## src/rtl/lstk_pkg.sv

```systemverilog
package lstk_pkg;
  // Resolved command for one cycle.
  typedef enum logic [1:0] {
    OP_IDLE = 2'd0,
    OP_PUSH = 2'd1,
    OP_POP  = 2'd2,
    OP_OVF  = 2'd3
  } lstk_op_e;
endpackage

```

## src/rtl/lstk_ctrl.sv

```systemverilog
module lstk_ctrl
  import lstk_pkg::*;
#(
  parameter int DEPTH = 2,
  localparam int PW = $clog2(DEPTH + 1)
) (
  input  logic          clk,
  input  logic          rst_n,
  input  logic          push_i,
  input  logic          pop_i,
  output lstk_op_e      op_o,
  output logic [PW-1:0] depth_o,
  output logic          ovf_o
);
  logic [PW-1:0] depth_q;
  logic          full, empty;

  assign full  = (depth_q == PW'(DEPTH));
  assign empty = (depth_q == '0);

  // Pop has priority over push; an empty pop and a full push both resolve without touching storage.
  always_comb begin
    op_o = OP_IDLE;
    if (pop_i) begin
      if (!empty) op_o = OP_POP;
    end else if (push_i) begin
      op_o = full ? OP_OVF : OP_PUSH;
    end
  end

  always_ff @(posedge clk or negedge rst_n) begin
    if (!rst_n) begin
      depth_q <= '0;
      ovf_o   <= 1'b0;
    end else begin
      ovf_o <= (op_o == OP_OVF);
      unique case (op_o)
        OP_PUSH: depth_q <= depth_q + PW'(1);
        OP_POP:  depth_q <= depth_q - PW'(1);
        default: depth_q <= depth_q;
      endcase
    end
  end

  assign depth_o = depth_q;
endmodule

```

## src/rtl/lstk_store.sv

```systemverilog
module lstk_store
  import lstk_pkg::*;
#(
  parameter int DEPTH = 2,
  parameter int AW    = 16,
  localparam int PW = $clog2(DEPTH + 1)
) (
  input  logic          clk,
  input  logic          rst_n,
  input  lstk_op_e      op_i,
  input  logic [PW-1:0] depth_i,
  input  logic [AW-1:0] addr_i,
  output logic [AW-1:0] top_o
);
  logic [AW-1:0] ent [DEPTH];

  // One register per slot; the slot written is the one at the current depth.
  for (genvar g = 0; g < DEPTH; g++) begin : g_slot
    always_ff @(posedge clk or negedge rst_n) begin
      if (!rst_n) ent[g] <= '0;
      else if (op_i == OP_PUSH && depth_i == PW'(g)) ent[g] <= addr_i;
    end
  end

  // The top entry sits at slot depth-1; the output reads zero when empty.
  always_comb begin
    top_o = '0;
    for (int i = 0; i < DEPTH; i++) begin
      if (depth_i == PW'(i + 1)) top_o = ent[i];
    end
  end
endmodule

```

## src/rtl/lstk_flags.sv

```systemverilog
module lstk_flags
  import lstk_pkg::*;
(
  input  logic     clk,
  input  logic     rst_n,
  input  lstk_op_e op_i,
  output logic     lf_o,
  output logic     nl_o
);
  always_ff @(posedge clk or negedge rst_n) begin
    if (!rst_n) begin
      lf_o <= 1'b0;
      nl_o <= 1'b0;
    end else begin
      unique case (op_i)
        OP_PUSH: begin nl_o <= lf_o; lf_o <= 1'b1; end
        OP_POP:  begin lf_o <= nl_o; nl_o <= 1'b0; end
        default: begin lf_o <= lf_o; nl_o <= nl_o; end
      endcase
    end
  end
endmodule

```

## src/rtl/nested_loop_stack.sv

```systemverilog
module nested_loop_stack
  import lstk_pkg::*;
#(
  parameter int DEPTH = 2,
  parameter int AW    = 16,
  localparam int PW = $clog2(DEPTH + 1)
) (
  input  logic          clk,
  input  logic          rst_n,
  input  logic          push_i,
  input  logic [AW-1:0] push_addr_i,
  input  logic          pop_i,
  output logic [AW-1:0] top_addr_o,
  output logic          lf_o,
  output logic          nl_o,
  output logic [PW-1:0] depth_o,
  output logic          ovf_irq_o
);
  lstk_op_e      op;
  logic [PW-1:0] depth;

  lstk_ctrl #(.DEPTH(DEPTH)) u_ctrl (
    .clk(clk), .rst_n(rst_n), .push_i(push_i), .pop_i(pop_i),
    .op_o(op), .depth_o(depth), .ovf_o(ovf_irq_o)
  );

  lstk_store #(.DEPTH(DEPTH), .AW(AW)) u_store (
    .clk(clk), .rst_n(rst_n), .op_i(op), .depth_i(depth),
    .addr_i(push_addr_i), .top_o(top_addr_o)
  );

  lstk_flags u_flags (
    .clk(clk), .rst_n(rst_n), .op_i(op), .lf_o(lf_o), .nl_o(nl_o)
  );

  assign depth_o = depth;
endmodule

```

## config.mk

```make
export PLATFORM = sky130hd
export DESIGN_NAME = nested_loop_stack
export DESIGN_NICKNAME = d
export VERILOG_FILES = /design/src/rtl/lstk_pkg.sv /design/src/rtl/lstk_ctrl.sv /design/src/rtl/lstk_store.sv /design/src/rtl/lstk_flags.sv /design/src/rtl/nested_loop_stack.sv
export SDC_FILE = /design/constraint.sdc
export NUM_CORES = 1
export LEC_CHECK = 0
export BUFFER_PORTS_ARGS = -buffer_cell sky130_fd_sc_hd__buf_2
export CORE_MARGIN = 8
export CORE_UTILIZATION = 45
export CTS_BUF_LIST = sky130_fd_sc_hd__clkbuf_16
export DETAILED_ROUTE_END_ITERATION = 16
export GPL_TIMING_DRIVEN = 0
export PLACE_DENSITY = 0.75
export SYNTH_ARGS = -nofsm -noshare
export SYNTH_HDL_FRONTEND = slang
export SYNTH_SLANG_ARGS = --single-unit
```

## constraint.sdc

```tcl
create_clock -name clk -period 5.85 [get_ports clk]
set_clock_uncertainty 0.05 [all_clocks]
set_input_delay 1.17 -clock clk [delete_from_list [all_inputs] [get_ports clk]]
set_output_delay 1.17 -clock clk [all_outputs]
set_load 0.03 [all_outputs]
```

==> metrics.csv, run 1 <==
stage;metric;value;unit
placed_design;HPWL Detailed;2.74;mm
critical_path;worst path cell trace;inv_1 > ha_1 > clkbuf_1 > nand2_1 > o21ai_0 > buf_2;
route;routed vias/inst;4.96;
power;Design Power;1.31;mW
timing;Final Hold Fails;0;
route;ANT nets after route;0;
route;total wire length;3.82;mm
critical_path;Setup CP Type;register to output port;
synth;biggest area consumer among synthesized cells;dfrtp_1;
route;Pre-antenna DRT Iters;4;
power;Pleak;1.17;nW
critical_path;Critical Path Fanout Max;10;
global_route;via count of the first global-routing pass;1391;
critical_path;nature of the critical path endpoint;output port;
critical_path;Worst EP arrival;1.89;ns
worst_hold_path;HP Class;register to register;
die;row cnt;23;
finish;# fillers;347;
synth;Netlist Area Pre-Place;0.00183;mm²
die;total die area;0.00635;mm²
global_route;total grt overflow;0;
die;core footprint;0.00394;mm²
critical_path;element type at the critical path start;register;
critical_path;Worst path top cell family by delay;buffers and inverters;
placed_design;IO Port Bufs;40;
timing;Rel. slew slack;44.9;%
synth;post-synthesis sequential area ratio;50.7;%
placed_design;Placer Congestion;0.709;
global_route;antenna violations before repair;0;
route;DR iter-0 viols;57;
timing;RSZ-0062 raised after global routing;no;
synth;Synth top area share;50.7;%
synth;Synth Net Count;176;
finish;ratio of cells with drive above 1 in the final layout;42.6;%
critical_path;CP Data Required Time;4.63;ns
die;Die H;79.7;µm
timing;final setup fails;0;
clock_network;postcts setup bufs;0;
synth;async set-reset flop share out of synthesis;100;%
global_route;global-route wire length before repair;6.67;mm
synth;Mapped Avg Cell Area;12.3;µm²
timing;Setup TNS;0;ns
die;initial core utilization;46.3;%
clock_network;CTS Sinks;37;
route;# DRC;0;
critical_path;CP bufs+invs;3;
die;IO Count;41;
synth;predominant post-synthesis flop cell;dfrtp_1;
synth;Cell variety after synth;21;
finish;Net count, final;223;
finish;Area growth syn-to-layout;21.8;%
clock_network;Clock Latency Late Sink;0.28;ns
timing;Slew Limit Fails;0;
job;maxcap violations;0;
timing;WHS;0.453;ns
critical_path;Worst path slowest cell;dfrtp_1;
global_route;pin count of the biggest net entering global routing;38;
timing;fmax;0.322;GHz
clock_network;hold buffers post-CTS;0;
route;routed len/inst;15.5;µm
global_route;GRT Util Overall;13.4;%
synth;ranking of synthesized cells by area;dfrtp_1 (51%), mux2_4 (16%), mux2_2 (8.0%), nand2_1 (6.0%), ha_1 (4.8%);
clock_network;cts bufs inserted;5;
synth;most frequent cell after synthesis;dfrtp_1;
synth;Synth warnings;0;
route;routed via count;1224;
critical_path;CP max stage delay;0.43;ns
clock_network;Longest Clk Path Bufs;2;
synth;Synth top cells by count;dfrtp_1 (37), nand2_1 (29), mux2_4 (20), o21ai_0 (16), mux2_2 (13);
power;PD cells;587;mW/mm²
timing;Final period util;53.1;%
clock_network;H-tree Lvls;2;
clock_network;# resized after CTS;0;
clock_network;Clock Pin Slew Worst Setup and Hold Paths;0.05;ns
synth;FF+latch count, synth;37;
die;Horiz. Die Dim;79.7;µm
power;VDD IR max;0.267;mV
synth;EDFF count, synth;0;
run_status;status;finished clean;
finish;Ant. Diodes;0;
clock_network;CTS tree;built;
timing;Slew @ Worst Pin;0.826;ns
timing;post-route minimum period;3.11;ns
synth;Mapped Cells;149;
clock_network;CTS root buf;clkbuf_16;
cells by family (layout without fill, tap and decap cells):
family / Yosys count / in the layout / share of synthesized area, %
mux: 34 / 34 / 25.0
fa+ha+maj: 7 / 7 / 4.79
flops: 37 / 37 / 50.7
compound gates: 20 / 20 / 5.96
simple gates: 39 / 39 / 9.73
buf+inv: 11 / 59 / 3.36
xor+xnor: 1 / 1 / 0.480
final cells by class:
cell class / instances / area [µm²] / share of cell area [%]
Buffer: 7 / 46.3 / 2.08
Tap cell: 50 / 62.6 / 2.81
Clock inverter: 3 / 11.3 / 0.506
Timing Repair Buffer: 40 / 200 / 8.99
Clock buffer: 5 / 125 / 5.62
Inverter: 4 / 15.0 / 0.675
Sequential cell: 37 / 926 / 41.6
Multi-Input combinational cell: 101 / 840 / 37.7
registers in the layout, summed over array words and instances, names as in the netlist:
signal / flops
u_flags.lf_o: 1
u_ctrl.ovf_o: 1
u_ctrl.depth_o: 2
u_flags.nl_o: 1
u_store.ent: 32
worst paths after layout:
| path | start | endpoint | slack [ns] | cells past startpoint |
|---|---|---|---|---|
| min reg2reg | u_store.ent[0] | u_store.ent[0] | 0.45 | 1 |
| max | u_ctrl.depth_o[0] | top_addr_o[3] | 2.74 | 6 |
| max reg2reg | u_ctrl.depth_o[0] | u_store.ent[14] | 3.61 | 8 |
| min | u_store.ent[0] | u_store.ent[0] | 0.45 | 1 |
| max in group asynchronous | rst_n | u_store.ent[15] | 4.29 | 1 |
| min in group asynchronous | rst_n | u_store.ent[26] | 0.94 | 1 |
layer usage:
metal | share of wire, % | wire (µm) | vias to the layer above | GRT usage, %
met1 | 47 | 1790 | 593 | 16.2
met5 | 0 | 0 | - | 0
li1 | - | - | 597 | -
met3 | 7.5 | 286 | 3 | 6.31
met2 | 45 | 1710 | 31 | 20.9
met4 | 0.81 | 31 | 0 | 3.33
stage by stage:
step / utilization (%) / cell area [µm²] / setup WS (ns) / instances
6_report: 56.5 / 2230 / 2.74 / 247
5_1_grt: 56.5 / 2230 / 2.57 / 247
4_1_cts: 56.5 / 2230 / 2.70 / 247
3_5_place_dp: 53.0 / 2090 / 3.02 / 239
3_3_place_gp: 53.0 / 2090 / 3.03 / 239
2_1_floorplan: - / 1830 / 2.83 / 149
power by group:
part / switching, mW / leakage, nW / internal, mW
Combinational: 0.349 / 0.640 / 0.259
Sequential: 0.0712 / 0.455 / 0.382
Clock: 0.0934 / 0.0776 / 0.153
cells in the final DEF (no fill, tap or decap):
cell and count:
buf_2 41, dfrtp_1 37, nand2_1 29, mux2_4 20
o21ai_0 16, mux2_2 13, inv_1 7, ha_1 7
clkbuf_16 5, nor2b_1 3, clkbuf_1 3, a22o_1 2
nand2b_1 2, nand2_4 2, buf_6 2, nor2_1 2
buf_4 1, mux2i_1 1, a31oi_1 1, xnor2_1 1
a21oi_1 1, nand3b_1 1
(Power assumes the default switching activity.)
==> run 2, diff against run 1 <==
--- a/config.mk
+++ b/config.mk
@@ -11,7 +11,7 @@
 export CTS_BUF_LIST = sky130_fd_sc_hd__clkbuf_16
 export DETAILED_ROUTE_END_ITERATION = 16
 export GPL_TIMING_DRIVEN = 0
-export PLACE_DENSITY = 0.75
+export PLACE_DENSITY = 0.78
 export SYNTH_ARGS = -nofsm -noshare
 export SYNTH_HDL_FRONTEND = slang
 export SYNTH_SLANG_ARGS = --single-unit
==> constraint.sdc (replaced) <==
create_clock -name clk -period 2.7 [get_ports clk]
set_clock_uncertainty 0.05 [all_clocks]
set_input_delay 0.54 -clock clk [delete_from_list [all_inputs] [get_ports clk]]
set_output_delay 0.54 -clock clk [all_outputs]
set_load 0.03 [all_outputs]
==> run 2 against run 1 <==
- die area did not move
- via count fell by 0.90%
- sequential share of layout area barely moved
- global-route usage rose by 0.12 points
==> metrics.csv, run 2 (synthesis results as in run 1) <==
stage;metric;value;unit;change
timing;post-route minimum period;2.44;ns;
critical_path;element type at the critical path start;register;;
route;routed vias/inst;4.91;;-0.90%
route;ANT nets after route;0;;unchanged
critical_path;Setup CP Type;register to output port;;
finish;Final Core Density;56.5;%;+0.063 points
clock_network;CTS root buf;clkbuf_16;;
timing;Slew @ Worst Pin;0.823;ns;-0.00315 ns
placed_design;HPWL Detailed;2.65;mm;-3.5%
finish;Biggest register;u_store.ent;;
critical_path;nature of the critical path endpoint;output port;;
critical_path;Worst path depth;5;;-1
die;IO Count;41;;unchanged
die;Die H;79.7;µm;unchanged
global_route;GRT Util Overall;13.5;%;+0.12 points
timing;final setup fails;0;;unchanged
global_route;antenna violations before repair;0;;unchanged
route;routed via count;1213;;-0.90%
die;Horiz. Die Dim;79.7;µm;unchanged
route;DR iter-0 viols;40;;-30%
power;Pleak;1.17;nW;-0.50%
route;# DRC;0;;unchanged
critical_path;start point of the critical path;u_ctrl.depth_o[0];;
clock_network;Longest Clk Path Bufs;2;;unchanged
route;routed len/inst;15.3;µm;-0.84%
finish;most frequent cells in the layout;buf_2 (41), dfrtp_1 (37), nand2_1 (29);;
global_route;total grt overflow;0;;unchanged
worst_hold_path;HP Class;input port to async pin;;
clock_network;Clock Latency Late Sink;0.27;ns;about the same
run_status;status;finished clean;;
critical_path;Worst path slowest cell;dfrtp_1;;
critical_path;CP bufs+invs;3;;unchanged
timing;fmax;0.410;GHz;
critical_path;Worst Setup EP;top_addr_o[3];;
critical_path;worst r2r dst;u_store.ent[24];;
timing;Setup TNS;0;ns;unchanged
placed_design;Placer Congestion;0.724;;+2.1%
clock_network;CTS Sinks;37;;unchanged
timing;WHS;0.302;ns;-0.150 ns
global_route;via count of the first global-routing pass;1385;;-0.43%
critical_path;reg2reg setup slack;0.49;ns;-3.12 ns
global_route;pin count of the biggest net entering global routing;38;;unchanged
power;PD cells;1270;mW/mm²;+120%
timing;Rel. slew slack;45.1;%;+0.21 points
critical_path;CP max stage delay;0.42;ns;about the same
critical_path;CP Data Required Time;2.11;ns;-2.52 ns
finish;Area growth syn-to-layout;22.0;%;
finish;Ant. Diodes;0;;unchanged
critical_path;reg2reg path depth;8;;unchanged
timing;Final Hold Fails;0;;unchanged
timing;RSZ-0062 raised after global routing;no;;
die;core footprint;0.00394;mm²;unchanged
die;initial core utilization;46.3;%;unchanged
placed_design;IO Port Bufs;40;;unchanged
critical_path;Critical Path Fanout Max;10;;unchanged
finish;Largest register FFs;32;;unchanged
clock_network;H-tree Lvls;2;;unchanged
clock_network;cts bufs inserted;5;;unchanged
job;maxcap violations;0;;unchanged
timing;Final period util;90.3;%;
route;total wire length;3.79;mm;-0.84%
global_route;global-route wire length before repair;6.67;mm;+0.11%
critical_path;Worst path top cell family by delay;buffers and inverters;;
timing;Slew Limit Fails;0;;unchanged
critical_path;worst r2r src;u_ctrl.depth_o[0];;
critical_path;Worst EP arrival;1.85;ns;-0.04 ns
critical_path;worst path cell trace;inv_1 > ha_1 > clkbuf_1 > o21ai_0 > buf_2;;
finish;ratio of cells with drive above 1 in the final layout;43.7;%;+1.0 points
route;Pre-antenna DRT Iters;4;;unchanged
finish;Net count, final;223;;unchanged
die;row cnt;23;;unchanged
power;VDD IR max;0.614;mV;+130%
finish;most common cell after layout, fill and taps aside;buf_2;;
clock_network;CTS tree;built;;
die;total die area;0.00635;mm²;unchanged
clock_network;Clock Pin Slew Worst Setup and Hold Paths;0.06;ns;about the same
-- run 2: metal layers --
metal	vias up	part of all wire, %	GRT usage, %
li1	594	-	-
met3	8	7.6	5.18
met1	578	47	16.9
met4	0	2.0	6.30
met2	33	43	19.9
met5	-	0	0
-- run 2: final cells by class --
class / instances / area, µm²
fillers: 317 / 1710
flip-flops and latches: 37 / 926
multi-input cells: 101 / 840
repair buffers: 40 / 200
clock buffers: 5 / 125
well taps: 50 / 62.6
plain buffers: 7 / 47.5
inverters: 4 / 15.0
clock inverters: 3 / 12.5
-- run 2: worst reg2reg max path, stage by stage (launching register included) --
cell     delay (ns)
dfrtp_1        0.42
inv_1          0.10
ha_1           0.25
nand2_1        0.09
mux2_2         0.26
ha_1           0.25
nand2_4        0.15
buf_6          0.20
mux2_4         0.32
-- run 2: how the worst min path moves through the flow --
stage | from | to | slack [ns]
6_report | rst_n | u_store.ent[27] | 0.30
3_3_place_gp | u_store.ent[21] | u_store.ent[21] | 0.44
4_1_cts | rst_n | u_store.ent[27] | 0.34
2_1_floorplan | rst_n | u_ctrl.depth_o[0] | 0.19
5_1_grt | rst_n | u_store.ent[27] | 0.38
3_5_place_dp | u_store.ent[25] | u_store.ent[25] | 0.44
-- run 2: power breakdown --
| group | internal [mW] | switching, mW | total (mW) |
|---|---|---|---|
| clock | 0.333 | 0.208 | 0.541 |
| sequential | 0.827 | 0.154 | 0.981 |
| combinational | 0.563 | 0.752 | 1.31 |
| total | 1.72 | 1.11 | 2.84 |
-- run 2: stage by stage --
stage | power [mW] | worst slack [ns] | instance area [µm²] | instances
final | 2.84 | 0.262 | 2230 | 247
after global routing | 3.05 | 0.0604 | 2230 | 247
after CTS | 2.87 | 0.175 | 2230 | 247
after detailed placement | 2.31 | 0.489 | 2090 | 239
after global placement | 2.27 | 0.511 | 2090 | 239
after floorplan | 1.96 | 0.312 | 1830 | 149
-- run 2: timing repair --
item,CTS,global route
resized for setup,0,2
hold buffers,0,0
buffers inserted,0,0
setup endpoints to repair,0,1
==> run 3, diff against run 2 <==
--- a/config.mk
+++ b/config.mk
@@ -7,11 +7,11 @@
 export LEC_CHECK = 0
 export BUFFER_PORTS_ARGS = -buffer_cell sky130_fd_sc_hd__buf_2
 export CORE_MARGIN = 8
-export CORE_UTILIZATION = 45
-export CTS_BUF_LIST = sky130_fd_sc_hd__clkbuf_16
+export CORE_UTILIZATION = 23
+export CTS_BUF_LIST = sky130_fd_sc_hd__clkbuf_4
 export DETAILED_ROUTE_END_ITERATION = 16
 export GPL_TIMING_DRIVEN = 0
-export PLACE_DENSITY = 0.78
+export PLACE_DENSITY = 0.49
 export SYNTH_ARGS = -nofsm -noshare
 export SYNTH_HDL_FRONTEND = slang
 export SYNTH_SLANG_ARGS = --single-unit
==> run 3 against run 2 <==
- die area grew 74%
- setup slack got worse by 0.084 ns
- via count increased by 0.66%
- critical endpoint is now top_addr_o[7]
==> metrics.csv, run 3 (synthesis results as in run 1) <==
stage;metric;value;unit;change
finish;filler-free cell count of the finished design;299;;+21%
route;routed via count;1221;;+0.66%
global_route;global-route wire length before repair;7.26;mm;+8.8%
placed_design;Placer Congestion;0.663;;-8.5%
power;Pleak;1.15;nW;-1.6%
timing;Slew @ Worst Pin;0.853;ns;+0.0301 ns
clock_network;Clock Latency Late Sink;0.33;ns;+0.06 ns
finish;most frequent cells in the layout;buf_2 (41), dfrtp_1 (37), nand2_1 (29);;
die;total die area;0.0111;mm²;+74%
critical_path;CP Data Required Time;2.11;ns;about the same
critical_path;Setup CP Type;register to output port;;
critical_path;Worst EP arrival;1.93;ns;+0.08 ns
placed_design;HPWL Detailed;3.03;mm;+15%
power;Design Power;2.69;mW;-5.1%
job;maxcap violations;0;;unchanged
timing;post-route minimum period;2.52;ns;+0.0841 ns
finish;area of the multi-input gates;840;µm²;unchanged
clock_network;CTS Sinks;37;;unchanged
critical_path;Critical Path Fanout Max;10;;unchanged
finish;Biggest register;u_store.ent;;
finish;Ant. Diodes;0;;unchanged
critical_path;Worst Setup EP;top_addr_o[7];;
critical_path;start point of the critical path;u_ctrl.depth_o[1];;
finish;Final Core Density;29.0;%;-28 points
global_route;GRT Util Overall;8.42;%;-5.1 points
critical_path;element type at the critical path start;register;;
finish;most common cell after layout, fill and taps aside;buf_2;;
route;routed vias/inst;4.08;;-17%
route;Pre-antenna DRT Iters;4;;unchanged
timing;Final Hold Fails;0;;unchanged
die;core footprint;0.00773;mm²;+96%
critical_path;reg2reg path depth;8;;unchanged
timing;RSZ-0062 raised after global routing;no;;
finish;ratio of cells with drive above 1 in the final layout;45.2;%;+1.5 points
timing;Final WS setup;0.178;ns;-0.0841 ns
finish;Net count, final;223;;unchanged
clock_network;Clock Pin Slew Worst Setup and Hold Paths;0.12;ns;+0.06 ns
die;Horiz. Die Dim;105;µm;+32%
timing;fmax;0.397;GHz;-3.3%
global_route;pin count of the biggest net entering global routing;38;;unchanged
timing;Rel. slew slack;43.1;%;-2.0 points
placed_design;placed insts;291;;+22%
finish;Area growth syn-to-layout;22.5;%;
clock_network;postcts setup bufs;0;;unchanged
die;Die H;105;µm;+32%
route;ANT nets after route;0;;unchanged
global_route;via count of the first global-routing pass;1399;;+1.0%
timing;Slew Limit Fails;0;;unchanged
critical_path;worst r2r src;u_ctrl.depth_o[0];;
clock_network;CTS root buf;clkbuf_4;;
route;routed len/inst;14.4;µm;-6.2%
timing;final setup fails;0;;unchanged
run_status;status;finished clean;;
clock_network;# resized after CTS;0;;unchanged
global_route;antenna violations before repair;0;;unchanged
placed_design;Setup WS pre-CTS;0.422;ns;-0.0671 ns
die;IO Count;41;;unchanged
timing;Setup TNS;0;ns;unchanged
global_route;total grt overflow;0;;unchanged
power;PD cells;1200;mW/mm²;-5.4%
timing;Final period util;93.4;%;+3.1 points
power;VDD IR max;0.343;mV;-44%
die;initial core utilization;23.6;%;-23 points
die;row cnt;32;;+39%
clock_network;Longest Clk Path Bufs;2;;unchanged
route;total wire length;4.30;mm;+14%
route;DR iter-0 viols;32;;-20%
clock_network;H-tree Lvls;2;;unchanged
finish;Register Area;926;µm²;unchanged
worst_hold_path;HP Class;input port to async pin;;
route;# DRC;0;;unchanged
critical_path;reg2reg setup slack;0.48;ns;about the same
finish;# fillers;819;;+160%
critical_path;nature of the critical path endpoint;output port;;
clock_network;CTS tree;built;;
placed_design;IO Port Bufs;40;;unchanged
clock_network;hold buffers post-CTS;0;;unchanged
critical_path;worst r2r dst;u_store.ent[30];;
finish;Largest register FFs;32;;unchanged
clock_network;cts bufs inserted;5;;unchanged
[run 3: cell types whose count changed in the layout (fill, tap and decap cells not counted), sizes merged]
cell    delta
clkinv     -2
clkbuf     +1
bufinv     +1
[run 3: per-layer routing]
metal	share of wire, %	vias to the layer above	GRT usage, %
met5	0	-	0
li1	-	594	-
met1	47	592	10.1
met3	5.5	6	3.19
met2	46	29	13.4
met4	1.6	0	3.26
[run 3: where the power goes]
group / total (mW) / switching [mW] / leakage, nW / internal (mW)
Clock: 0.389 / 0.186 / 0.0433 / 0.203
Sequential: 0.967 / 0.145 / 0.455 / 0.822
Combinational: 1.34 / 0.768 / 0.650 / 0.568
[run 3: critical path, cell delays in order, from the launching register on]
cell and delay [ns]:
dfrtp_1 0.42, inv_1 0.09, ha_1 0.14, buf_4 0.16, buf_2 0.26, nand2_1 0.07
o21ai_0 0.22, buf_2 0.25
[run 3: cell type report]
cell class | instances | area share [%]
Timing Repair Buffer | 40 | 8.95
Buffer | 7 | 2.24
Clock buffer | 6 | 2.01
Tap cell | 102 | 5.70
Sequential cell | 37 | 41.4
Clock inverter | 2 | 1.51
Inverter | 4 | 0.671
Multi-Input combinational cell | 101 | 37.5
[run 3: per-stage QoR]
step	hold WS, ns	cell area [µm²]
2_1_floorplan	0.194	1830
3_3_place_gp	0.438	2150
3_5_place_dp	0.443	2150
4_1_cts	0.269	2230
5_1_grt	0.297	2240
6_report	0.235	2240
[run 3: worst min path at each step]
stage	startpoint	end	cells past startpoint
2_1_floorplan	rst_n	u_ctrl.depth_o[0]	0
3_3_place_gp	u_store.ent[20]	u_store.ent[20]	1
3_5_place_dp	u_store.ent[21]	u_store.ent[21]	1
4_1_cts	rst_n	u_store.ent[26]	1
5_1_grt	rst_n	u_store.ent[25]	1
6_report	rst_n	u_store.ent[24]	1
